==> src/rtl/boot_rst_pkg.sv <==
package boot_rst_pkg;
  typedef enum logic [2:0] {
    COLD_HOLD   = 3'd0,
    RELEASE_BUS = 3'd1,
    RESET_COUNT = 3'd2,
    RUN         = 3'd3,
    WARM_RESET  = 3'd4
  } seq_state_e;
endpackage

==> src/rtl/sync_flag.sv <==
module sync_flag #(
  parameter int STAGES  = 2,
  parameter bit RST_VAL = 1'b0
) (
  input  logic clk,
  input  logic arst_n,
  input  logic force_i,
  input  logic d_i,
  output logic q_o
);
  logic [STAGES-1:0] pipe;

  for (genvar i = 0; i < STAGES; i++) begin : g_stage
    always_ff @(posedge clk or negedge arst_n) begin
      if (!arst_n)      pipe[i] <= RST_VAL;
      else if (force_i) pipe[i] <= RST_VAL;
      else if (i == 0)  pipe[i] <= d_i;
      else              pipe[i] <= pipe[(i == 0) ? 0 : i-1];
    end
  end

  assign q_o = pipe[STAGES-1];
endmodule

==> src/rtl/hold_timer.sv <==
module hold_timer #(
  parameter int HOLD_CYCLES = 4096
) (
  input  logic clk,
  input  logic arst_n,
  input  logic clr_i,
  input  logic en_i,
  output logic done_o
);
  localparam int CW = (HOLD_CYCLES > 2) ? $clog2(HOLD_CYCLES) : 1;
  logic [CW-1:0] cnt;

  always_ff @(posedge clk or negedge arst_n) begin
    if (!arst_n)    cnt <= '0;
    else if (clr_i) cnt <= '0;
    else if (en_i)  cnt <= cnt + 1'b1;
  end

  assign done_o = (cnt == CW'(HOLD_CYCLES - 1));

  a_r4_count_bounded: assert property (@(posedge clk) disable iff (!arst_n)
    (en_i && !clr_i && $past(done_o) && $past(en_i) && !$past(clr_i)) |-> 1'b0 || !done_o);
endmodule

==> src/rtl/boot_reset_seq.sv <==
module boot_reset_seq
  import boot_rst_pkg::*;
#(
  parameter int W           = 16,
  parameter int HOLD_CYCLES = 4096,
  parameter int SYNC_STAGES = 2
) (
  input  logic         clk,
  input  logic         cold_rst_n,
  input  logic         rst_pin_i,
  input  logic [W-1:0] bus_i,
  output logic         rst_drive_low,
  output logic         bus_oe,
  output logic         buf_oe_n,
  output logic         buf_dir,
  output logic         clk_out_en,
  output logic         core_rst_n,
  output logic [W-1:0] boot_word,
  output logic         boot_valid
);
  seq_state_e state, state_nx;
  logic cold_ok, warm_ok, hold_done, hold_clr, hold_en;

  // cold release: reset synchronizer (asynchronous assert, synchronized release)
  sync_flag #(.STAGES(SYNC_STAGES), .RST_VAL(1'b0)) u_cold_sync (
    .clk(clk), .arst_n(cold_rst_n), .force_i(1'b0), .d_i(1'b1), .q_o(cold_ok));

  // warm request: held idle while the block itself pulls the line low
  sync_flag #(.STAGES(SYNC_STAGES), .RST_VAL(1'b1)) u_warm_sync (
    .clk(clk), .arst_n(cold_rst_n), .force_i(rst_drive_low), .d_i(rst_pin_i), .q_o(warm_ok));

  hold_timer #(.HOLD_CYCLES(HOLD_CYCLES)) u_hold (
    .clk(clk), .arst_n(cold_rst_n), .clr_i(hold_clr), .en_i(hold_en), .done_o(hold_done));

  always_comb begin
    state_nx = state;
    unique case (state)
      COLD_HOLD:   if (cold_ok) state_nx = RELEASE_BUS;
      RELEASE_BUS: state_nx = RESET_COUNT;
      RESET_COUNT: if (hold_done) state_nx = RUN;
      RUN:         if (!warm_ok) state_nx = WARM_RESET;
      WARM_RESET:  if (warm_ok && hold_done) state_nx = RUN;
      default:     state_nx = COLD_HOLD;
    endcase
  end

  assign hold_clr = (state == COLD_HOLD) || (state == RUN) ||
                    ((state == WARM_RESET) && !warm_ok);
  assign hold_en  = !hold_clr;

  always_ff @(posedge clk or negedge cold_rst_n) begin
    if (!cold_rst_n) begin
      state      <= COLD_HOLD;
      boot_valid <= 1'b0;
    end else begin
      state      <= state_nx;
      boot_valid <= (state_nx == RUN) && (state != RUN);
    end
  end

  // boot word follows the bus until the synchronized cold release
  always_ff @(posedge clk) begin
    if (!cold_ok) boot_word <= bus_i;
  end

  always_comb begin
    rst_drive_low = (state == COLD_HOLD) || (state == RELEASE_BUS) || (state == RESET_COUNT);
    core_rst_n    = (state == RUN);
    bus_oe        = (state != COLD_HOLD);
    buf_oe_n      = (state != COLD_HOLD);
    buf_dir       = (state != COLD_HOLD);
    clk_out_en    = (state != COLD_HOLD);
  end

  // cold reset state seen at every edge while cold reset is low
  a_r1_cold_outputs: assert property (@(posedge clk)
    !cold_rst_n |-> (rst_drive_low && !core_rst_n && !bus_oe && !buf_oe_n &&
                     !buf_dir && !clk_out_en && !boot_valid));

  a_r2_word_frozen: assert property (@(posedge clk) disable iff (!cold_rst_n)
    $past(cold_ok) |-> $stable(boot_word));

  a_r3_bus_before_release: assert property (@(posedge clk) disable iff (!cold_rst_n)
    $rose(bus_oe) |-> (rst_drive_low && !core_rst_n));

  a_r4_hold_elapsed: assert property (@(posedge clk) disable iff (!cold_rst_n)
    $rose(core_rst_n) |-> $past(hold_done));

  a_r5_valid_single: assert property (@(posedge clk) disable iff (!cold_rst_n)
    boot_valid |=> !boot_valid);

  a_r5_valid_with_release: assert property (@(posedge clk) disable iff (!cold_rst_n)
    boot_valid |-> $rose(core_rst_n));

  a_r6_no_drive_warm: assert property (@(posedge clk) disable iff (!cold_rst_n)
    (state == WARM_RESET) |-> (!rst_drive_low && bus_oe && clk_out_en));

  a_r7_word_kept: assert property (@(posedge clk) disable iff (!cold_rst_n)
    (state == WARM_RESET) |=> $stable(boot_word));
endmodule

==> config.mk <==
export PLATFORM = sky130hd
export DESIGN_NAME = boot_reset_seq
export DESIGN_NICKNAME = d
export VERILOG_FILES = /design/src/rtl/boot_rst_pkg.sv /design/src/rtl/sync_flag.sv /design/src/rtl/hold_timer.sv /design/src/rtl/boot_reset_seq.sv
export SDC_FILE = /design/constraint.sdc
export NUM_CORES = 1
export LEC_CHECK = 0
export BUFFER_PORTS_ARGS = -buffer_cell sky130_fd_sc_hd__buf_2
export CORE_MARGIN = 1.5
export CORE_UTILIZATION = 35
export CTS_CLUSTER_SIZE = 16
export DETAILED_ROUTE_END_ITERATION = 8
export GPL_TIMING_DRIVEN = 0
export HOLD_SLACK_MARGIN = 0.02
export PLACE_DENSITY = 0.62
export SLEW_MARGIN = 20
export SYNTH_ARGS = -nofsm -noshare
export SYNTH_HDL_FRONTEND = slang
export SYNTH_SLANG_ARGS = --single-unit
export TNS_END_PERCENT = 1
==> constraint.sdc <==
create_clock -name clk -period 3.9 [get_ports clk]
set_input_delay 0.78 -clock clk [delete_from_list [all_inputs] [get_ports clk]]
set_output_delay 0.78 -clock clk [all_outputs]
set_load 0.02 [all_outputs]
==> results of run 1 <==
==> cells by family (layout without fill, tap and decap cells) <==
group,after synthesis,in the layout,synth area share (%)
other,1,1,0.254
AO/OA/AOI/OAI,21,21,8.91
XOR/XNOR,3,3,1.78
adder cells (fa/ha/maj),1,1,0.849
buffers and inverters,11,60,5.43
multiplexers,2,2,1.44
AND/OR/NAND/NOR,37,37,14.6
flip-flops,36,36,66.7
==> power groups by stage <==
| stage | combinational (mW) | clock, mW | sequential [mW] |
|---|---|---|---|
| floorplan | 0.174 | 0 | 0.486 |
| global placement | 0.247 | 0 | 0.479 |
| detailed placement | 0.259 | 0 | 0.481 |
| CTS | 0.259 | 0.254 | 0.474 |
| global route | 0.284 | 0.270 | 0.477 |
| finish | 0.256 | 0.243 | 0.473 |
==> sequential cells by signal, summed over array words and instances (netlist names) <==
register          flops
boot_word            16
u_warm_sync.pipe      1
u_cold_sync.q_o       1
u_hold.cnt           12
boot_valid            1
u_warm_sync.q_o       1
state                 3
u_cold_sync.pipe      1
==> area by class of cell <==
class                   instances  area, um2  area share, %
clock buffers                   5       68.8           3.77
flip-flops and latches         36        983           53.9
multi-input cells              65        410           22.5
clock inverters                 3       13.8          0.754
inverters                       5       18.8           1.03
well taps                      50       62.6           3.43
repair buffers                 41        205           11.2
plain buffers                   6       61.3           3.36
==> layer usage <==
metal | wire [um] | track usage (%)
met1 | 1200 | 14.9
met2 | 1340 | 20.1
met3 | 231 | 5.59
met4 | 48 | 9.00
met5 | 0 | 0
==> stage by stage <==
stage          cells  total power [mW]  hold slack (ns)
6_report         211             0.972            0.352
5_1_grt          211              1.03            0.364
4_1_cts          211             0.986            0.356
3_5_place_dp     203             0.740            0.340
3_3_place_gp     203             0.725            0.332
2_1_floorplan    112             0.660            0.331
==> cell usage in the layout, fill, tap and decap left out, types with 2 or more instances in the layout <==
master,instances
buf_2,41
dfrtp_1,18
edfxtp_1,16
a21oi_1,9
clkbuf_8,7
nand2_1,6
nand3_1,6
nor2_1,6
inv_1,5
o21ai_0,4
or2_2,3
o31ai_1,3
or3_1,3
buf_4,3
o32ai_1,2
or4_2,2
xor2_1,2
and3_1,2
clkinv_2,2
dfstp_2,2
==> final timing paths <==
| kind | to | depth (start not counted) | slack [ns] |
|---|---|---|---|
| max in group asynchronous | u_warm_sync.q_o | 1 | 3.12 |
| worst max register to register | state[0] | 4 | 2.10 |
| min in group asynchronous | boot_valid | 1 | 0.44 |
| worst max-delay path | buf_oe_n | 4 | 1.52 |
| worst min-delay path | u_cold_sync.q_o | 0 | 0.35 |
| worst min register to register | u_cold_sync.q_o | 0 | 0.35 |
==> critical path: stages, from the launching register on <==
cell      delay [ns]
dfrtp_1         0.42
clkbuf_8        0.18
or3_1           0.43
buf_4           0.15
buf_2           0.15
==> flow_summary.ini, run 1 <==
[final_layout]
fin_nets = 180
syn2layout_area_growth_pct = 23.8
fillers = 382
post-route-cell-area_mm2 = 0.00182
antenna-diode-count = 0
drive_above_1_share_pct = 41.6
final_util_pct = 45.3

[worst_setup_path]
crit_type = register to output pin
crit_required_ns = 3.12
cp-end-kind = output pin
critPathArrivalTime_ns = 1.60
cp_max_fo = 10
start_kind = register
reg2reg_from = u_hold.cnt[0]
cp-startpoint = state[1]

[clock_network]
postCtsSetupBuffers = 0
cts_root_buf = clkbuf_8
cts_sinks = 36
cts_max_path_buffers = 2
clk_pin_slew_worst_paths_ns = 0.07
clk_latency_ns = 0.28
cts_tree = yes
h-tree-depth = 2
numCtsBuffers = 5
cts_resized = 0
cts_hold_buf = 0

[timing]
max_slew_margin_pct = 60.6
rsz0062_at_grt = false
fin_ws_ns = 1.52
final-max-slew-violation-count = 0
fmax_mhz = 419
finalCriticalPeriod_ns = 2.38
clock_skew_ns = 0.00238
min_period_over_period_pct = 61.1
setup_viol = 0
fin_setup_tns_ns = 0
worstMarginPinSlew_ns = 0.590
finalHoldViolCount = 0

[synth]
ys_warn_count = 0
ys.flop_type = dfrtp_1
synth_fp_nets = 132
async_flop_share_pct = 55.6
synth_area_mm2 = 0.00147
ys_ff_latch = 36
yosysSeqAreaShare_pct = 66.7
synth_top_cell_by_area = edfxtp_1
synthTopCellsByArea = edfxtp_1, dfrtp_1, dfstp_2, a21oi_1, nand3_1
synth.avg_cell_area_um2 = 13.2
synth_cells = 112
yosysUniqueCellTypes = 36
yosysMostFrequentCell = dfrtp_1
yosysTopAreaCellShare_pct = 32.6
synth_commonest_cells = dfrtp_1, edfxtp_1, a21oi_1
synth_edf_count = 16

[detailed_routing]
dr.pass1.iters = 4
num_vias = 1037
routed_wirelength_mm = 2.82
wl_per_cell_um = 13.4
drc = 0
drt_iter0_markers = 36
vias_per_cell = 4.91
ant_nets = 0

[power_and_ir_drop]
p_sw_mw = 0.303
power.density_mw_per_mm2 = 533
intPower_mw = 0.669
irDropWorstVdd_mv = 0.153
power_frac_comb_pct = 26.4
leakage_nw = 0.786
p_sw_share_pct = 31.2
seqPwrFrac_pct = 48.6
clockPowerShare_pct = 25.0

[grt]
antenna_found_initial = 0
grt_pass1_wl_mm = 4.24
grt_max_degree = 21
grt_pass1_vias = 960
grtUsageTotal_pct = 13.2
grt-ovfl-total = 0

[floorplanning]
fp.dieH_um = 67.9
initial_core_util_pct = 36.6
fp.dieArea_mm2 = 0.00461
fp-row-count = 23
core_area_mm2 = 0.00403
ios = 42
die_w_um = 67.9

[place]
place.gp.congestion = 0.722
dp_slack_ns = 1.83
dp_hpwl_mm = 2.08
dpl_cell_area_mm2 = 0.00174
numPortBuffers = 41

[hold_path]
hold_path_class = register to register
hold_start = u_cold_sync.pipe[0]

[outcome]
status = complete, no violations

[job]
maxCapViolations = 0
Power figures use the tool's default switching activity.
==> inputs of run 2 (changes only) <==
--- a/config.mk
+++ b/config.mk
@@ -12,7 +12,7 @@
 export DETAILED_ROUTE_END_ITERATION = 8
 export GPL_TIMING_DRIVEN = 0
 export HOLD_SLACK_MARGIN = 0.02
-export PLACE_DENSITY = 0.62
+export PLACE_DENSITY = 0.65
 export SLEW_MARGIN = 20
 export SYNTH_ARGS = -nofsm -noshare
 export SYNTH_HDL_FRONTEND = slang
==> constraint.sdc (replaced) <==
create_clock -name clk -period 2.1 [get_ports clk]
set_input_delay 0.42 -clock clk [delete_from_list [all_inputs] [get_ports clk]]
set_output_delay 0.42 -clock clk [all_outputs]
set_load 0.02 [all_outputs]
==> run 2 against run 1 <==
Utilization stayed put. Non-clock buffer count stayed put. Sequential power is 86% higher. Final cell count stayed put. Critical path type unchanged. Critical endpoint unchanged.
==> flow_summary.ini, run 2 (same netlist as run 1, synthesis figures left out) <==
[outcome]
status = complete, no violations

[clock_network]
clk_latency_ns = 0.28
cts_resized = 0
cts_hold_buf = 0
cts_sinks = 36
cts_max_path_buffers = 2
postCtsSetupBuffers = 0
cts_tree = yes
clk_pin_slew_worst_paths_ns = 0.07
cts_root_buf = clkbuf_8
numCtsBuffers = 5
h-tree-depth = 2

[timing]
clock_skew_ns = 0.00346
worstMarginPinSlew_ns = 0.548
fin_ws_ns = 0.0850
rsz0062_at_grt = false
min_period_over_period_pct = 96.0
final-max-slew-violation-count = 0
max_slew_margin_pct = 63.4
hold_ws_ns = 0.0712
finalCriticalPeriod_ns = 2.02
fmax_mhz = 496
setup_viol = 0
fin_setup_tns_ns = 0
finalHoldViolCount = 0

[power_and_ir_drop]
p_sw_share_pct = 31.1
fin_total_pwr_mw = 1.80
seqPwrFrac_pct = 48.7
p_sw_mw = 0.561
leakage_nw = 0.786
power_frac_comb_pct = 26.2
power.density_mw_per_mm2 = 989
intPower_mw = 1.24
irDropWorstVdd_mv = 0.286
clockPowerShare_pct = 25.1

[place]
dpl_cell_area_mm2 = 0.00174
place.gp.congestion = 0.719
dp_hpwl_mm = 2.00
dp_slack_ns = 0.332
numPortBuffers = 41

[worst_setup_path]
crit_required_ns = 1.68
crit_type = register to output pin
crit_chain = clkbuf_8 -> or3_1 -> buf_4 -> buf_2
cp_max_fo = 10
crit_path_max_incr_delay_ns = 0.42
start_kind = register
reg2reg_depth = 4
cp-end-kind = output pin
crit_slowest_cell = or3_1
critPathArrivalTime_ns = 1.60

[final_layout]
largest_register = boot_word
syn2layout_area_growth_pct = 23.8
fin_nets = 180
final_common_cell = buf_2
top_regs = boot_word x16, u_hold.cnt x12, state x3
largest_register_ffs = 16
fillers = 380
final_cell_mix = buf_2, dfrtp_1, edfxtp_1, a21oi_1, clkbuf_8
post-route-cell-area_mm2 = 0.00182
drive_above_1_share_pct = 41.6
antenna-diode-count = 0

[grt]
grtUsageTotal_pct = 13.1
grt_pass1_wl_mm = 4.28
grt-ovfl-total = 0
antenna_found_initial = 0
grt_pass1_vias = 964
grt_max_degree = 21

[floorplanning]
fp.dieH_um = 67.9
fp-row-count = 23
ios = 42
core_area_mm2 = 0.00403
die_w_um = 67.9
initial_core_util_pct = 36.6
fp.dieArea_mm2 = 0.00461

[hold_path]
hold_path_class = primary input to async pin

[detailed_routing]
drt_iter0_markers = 69
num_vias = 1028
vias_per_cell = 4.87
dr.pass1.iters = 4
ant_nets = 0
drc = 0
routed_wirelength_mm = 2.67
wl_per_cell_um = 12.7

[job]
maxCapViolations = 0
==> run 2: area by class of cell <==
class                           count  area, um2  area share (%)
Inverter                            5       18.8            1.03
Tap cell                           50       62.6            3.43
Multi-Input combinational cell     65        410            22.5
Clock inverter                      3       13.8           0.754
Timing Repair Buffer               41        205            11.2
Clock buffer                        5       68.8            3.77
Sequential cell                    36        983            53.9
Buffer                              6       61.3            3.36
==> run 2: final timing paths <==
kind                                  endpoint  slack, ns                 from
max                                   buf_oe_n       0.08             state[1]
min                                   state[0]       0.07           cold_rst_n
max reg2reg                           state[1]       0.29        u_hold.cnt[0]
min reg2reg                    u_cold_sync.q_o       0.36  u_cold_sync.pipe[0]
max in group asynchronous  u_warm_sync.pipe[0]       1.69           cold_rst_n
min in group clk                 boot_word[15]       0.31            bus_i[15]
==> run 2: power groups by stage <==
stage / clock network [mW] / registers [mW] / logic, mW
6_report: 0.452 / 0.879 / 0.473
3_3_place_gp: 0 / 0.889 / 0.456
2_1_floorplan: 0 / 0.903 / 0.323
5_1_grt: 0.494 / 0.892 / 0.528
3_5_place_dp: 0 / 0.892 / 0.477
4_1_cts: 0.467 / 0.878 / 0.478
==> run 2: layer usage <==
layer | global-route usage, % | vias up | share of wire (%)
li1 | - | 499 | -
met1 | 15.5 | 486 | 42
met2 | 20.6 | 37 | 46
met3 | 5.10 | 6 | 9.5
met4 | 6.75 | 0 | 2.3
met5 | 0 | - | 0
==> run 2: through the flow <==
step	utilization, %	std cells
after CTS	45.3	211
after floorplan	-	112
after global routing	45.3	211
after global placement	43.2	203
final	45.3	211
after detailed placement	43.2	203
==> run 2: critical path, delay by kind of cell (launching register included) <==
kind | cells | cell delay [ns]
buffers and inverters | 3 | 0.47
AND/OR/NAND/NOR | 1 | 0.42
flip-flops | 1 | 0.41
==> inputs of run 3 (changes only) <==
--- a/config.mk
+++ b/config.mk
@@ -7,12 +7,12 @@
 export LEC_CHECK = 0
 export BUFFER_PORTS_ARGS = -buffer_cell sky130_fd_sc_hd__buf_2
 export CORE_MARGIN = 1.5
-export CORE_UTILIZATION = 35
+export CORE_UTILIZATION = 45
 export CTS_CLUSTER_SIZE = 16
 export DETAILED_ROUTE_END_ITERATION = 8
 export GPL_TIMING_DRIVEN = 0
 export HOLD_SLACK_MARGIN = 0.02
-export PLACE_DENSITY = 0.65
+export PLACE_DENSITY = 0.78
 export SLEW_MARGIN = 20
 export SYNTH_ARGS = -nofsm -noshare
 export SYNTH_HDL_FRONTEND = slang
==> run 3 against run 2 <==
Worst setup slack worse by 0.0027 ns. Largest power group unchanged. Clock power down 27%. Final cell count down 2.8%. Fmax down 0.13%. Wire length down 6.4%. Sequential power about the same. Critical path depth unchanged.
==> flow_summary.ini, run 3 (same netlist as run 1, synthesis figures left out) <==
[power_and_ir_drop]
power_frac_comb_pct = 28.3
intPower_mw = 1.15
p_sw_mw = 0.531
irDropWorstVdd_mv = 0.602
leakage_nw = 0.769
p_sw_share_pct = 31.6
clockPowerShare_pct = 19.6
power.density_mw_per_mm2 = 940
seqPwrFrac_pct = 52.1

[final_layout]
final_cell_mix = buf_2, dfrtp_1, edfxtp_1, a21oi_1
final_common_cell = buf_2
drive_above_1_share_pct = 41.0
multiInputGateArea_um2 = 415
post-route-cell-area_mm2 = 0.00179
largest_register_ffs = 16
final_util_pct = 58.1
fin_nets = 180
antenna-diode-count = 0
largest_register = boot_word
fillers = 274
ff_latch_area_um2 = 983
top_regs = boot_word x16, u_hold.cnt x12, state x3
syn2layout_area_growth_pct = 21.3

[timing]
setup_viol = 0
finalCriticalPeriod_ns = 2.02
fin_setup_tns_ns = 0
max_slew_margin_pct = 62.4
worstMarginPinSlew_ns = 0.563
min_period_over_period_pct = 96.1
fin_ws_ns = 0.0823
finalHoldViolCount = 0
clock_skew_ns = 0.00443
final-max-slew-violation-count = 0
fmax_mhz = 496
rsz0062_at_grt = false

[place]
dp_hpwl_mm = 1.94
dp_slack_ns = 0.283
place.gp.congestion = 0.720
dpl_cell_area_mm2 = 0.00173
numPortBuffers = 41

[detailed_routing]
drc = 0
drt_iter0_markers = 26
vias_per_cell = 5.03
routed_wirelength_mm = 2.50
ant_nets = 0
wl_per_cell_um = 12.2
num_vias = 1032
dr.pass1.iters = 4

[floorplanning]
die_w_um = 60.2
fp.dieArea_mm2 = 0.00363
ios = 42
initial_core_util_pct = 47.9
fp.dieH_um = 60.2
core_area_mm2 = 0.00308
fp-row-count = 20

[worst_setup_path]
crit_path_max_incr_delay_ns = 0.42
cp-end-kind = output pin
critPathArrivalTime_ns = 1.60
cp_max_fo = 10
reg2reg_from = u_hold.cnt[0]
crit_type = register to output pin
cp_num_buf_inv = 3
crit_slowest_cell = dfrtp_1
start_kind = register
cp-startpoint = state[1]
crit_family = buffers and inverters
crit_required_ns = 1.68
crit_chain = clkbuf_8 -> or3_4 -> buf_4 -> buf_2

[hold_path]
hold_path_class = primary input to async pin

[outcome]
status = complete, no violations

[clock_network]
cts_resized = 0
clk_pin_slew_worst_paths_ns = 0.09
cts_sinks = 36
cts_max_path_buffers = 2
clk_latency_ns = 0.33
cts_root_buf = clkbuf_4
cts_tree = yes
numCtsBuffers = 5
h-tree-depth = 2
postCtsSetupBuffers = 0
cts_hold_buf = 0

[job]
maxCapViolations = 0

[grt]
antenna_found_initial = 0
grt-ovfl-total = 0
grtUsageTotal_pct = 15.2
grt_max_degree = 21
grt_pass1_wl_mm = 3.95
grt_pass1_vias = 945
run 3: cell types whose count changed in the layout (fill, tap and decap cells not counted):
cell / delta
clkbuf_1: +2
or3_1: -1
clkinv_2: -2
clkbuf_8: -5
or3_4: +1
clkbuf_4: +5
run 3: path summary, 6_finish.rpt:
path,to,cells after the start,slack [ns]
max,bus_oe,4,0.08
min,u_hold.cnt[0],1,0.02
max in group asynchronous,u_warm_sync.q_o,1,1.75
max reg2reg,state[1],4,0.29
min reg2reg,u_cold_sync.q_o,0,0.36
min in group clk,boot_word[13],1,0.26
run 3: layer usage:
metal / share of wire (%) / global-route usage [%] / up-vias
met5: 0 / 0 / -
met4: 0.40 / 3.81 / 0
met3: 10 / 7.58 / 2
met2: 48 / 26.2 / 43
met1: 41 / 16.5 / 488
li1: - / - / 499
run 3: power by group through the flow:
stage / Clock [mW] / Sequential, mW / Combinational [mW]
3_5_place_dp: 0 / 0.892 / 0.476
2_1_floorplan: 0 / 0.903 / 0.323
4_1_cts: 0.340 / 0.877 / 0.477
5_1_grt: 0.372 / 0.888 / 0.526
3_3_place_gp: 0 / 0.887 / 0.453
6_report: 0.330 / 0.876 / 0.475
run 3: layout make-up:
cell class | count | share of cell area, %
sequential | 36 | 55.0
multi-input combinational | 65 | 23.2
timing repair buffer | 41 | 11.5
buffer | 6 | 3.43
tap | 44 | 3.08
clock buffer | 7 | 2.52
inverter | 5 | 1.05
clock inverter | 1 | 0.210
run 3: metrics by stage:
step / cells / power [mW] / hold slack, ns
3_3_place_gp: 197 / 1.34 / 0.333
2_1_floorplan: 112 / 1.23 / 0.124
3_5_place_dp: 197 / 1.37 / 0.335
5_1_grt: 205 / 1.79 / 0.0271
6_report: 205 / 1.68 / 0.0210
4_1_cts: 205 / 1.69 / 0.0341
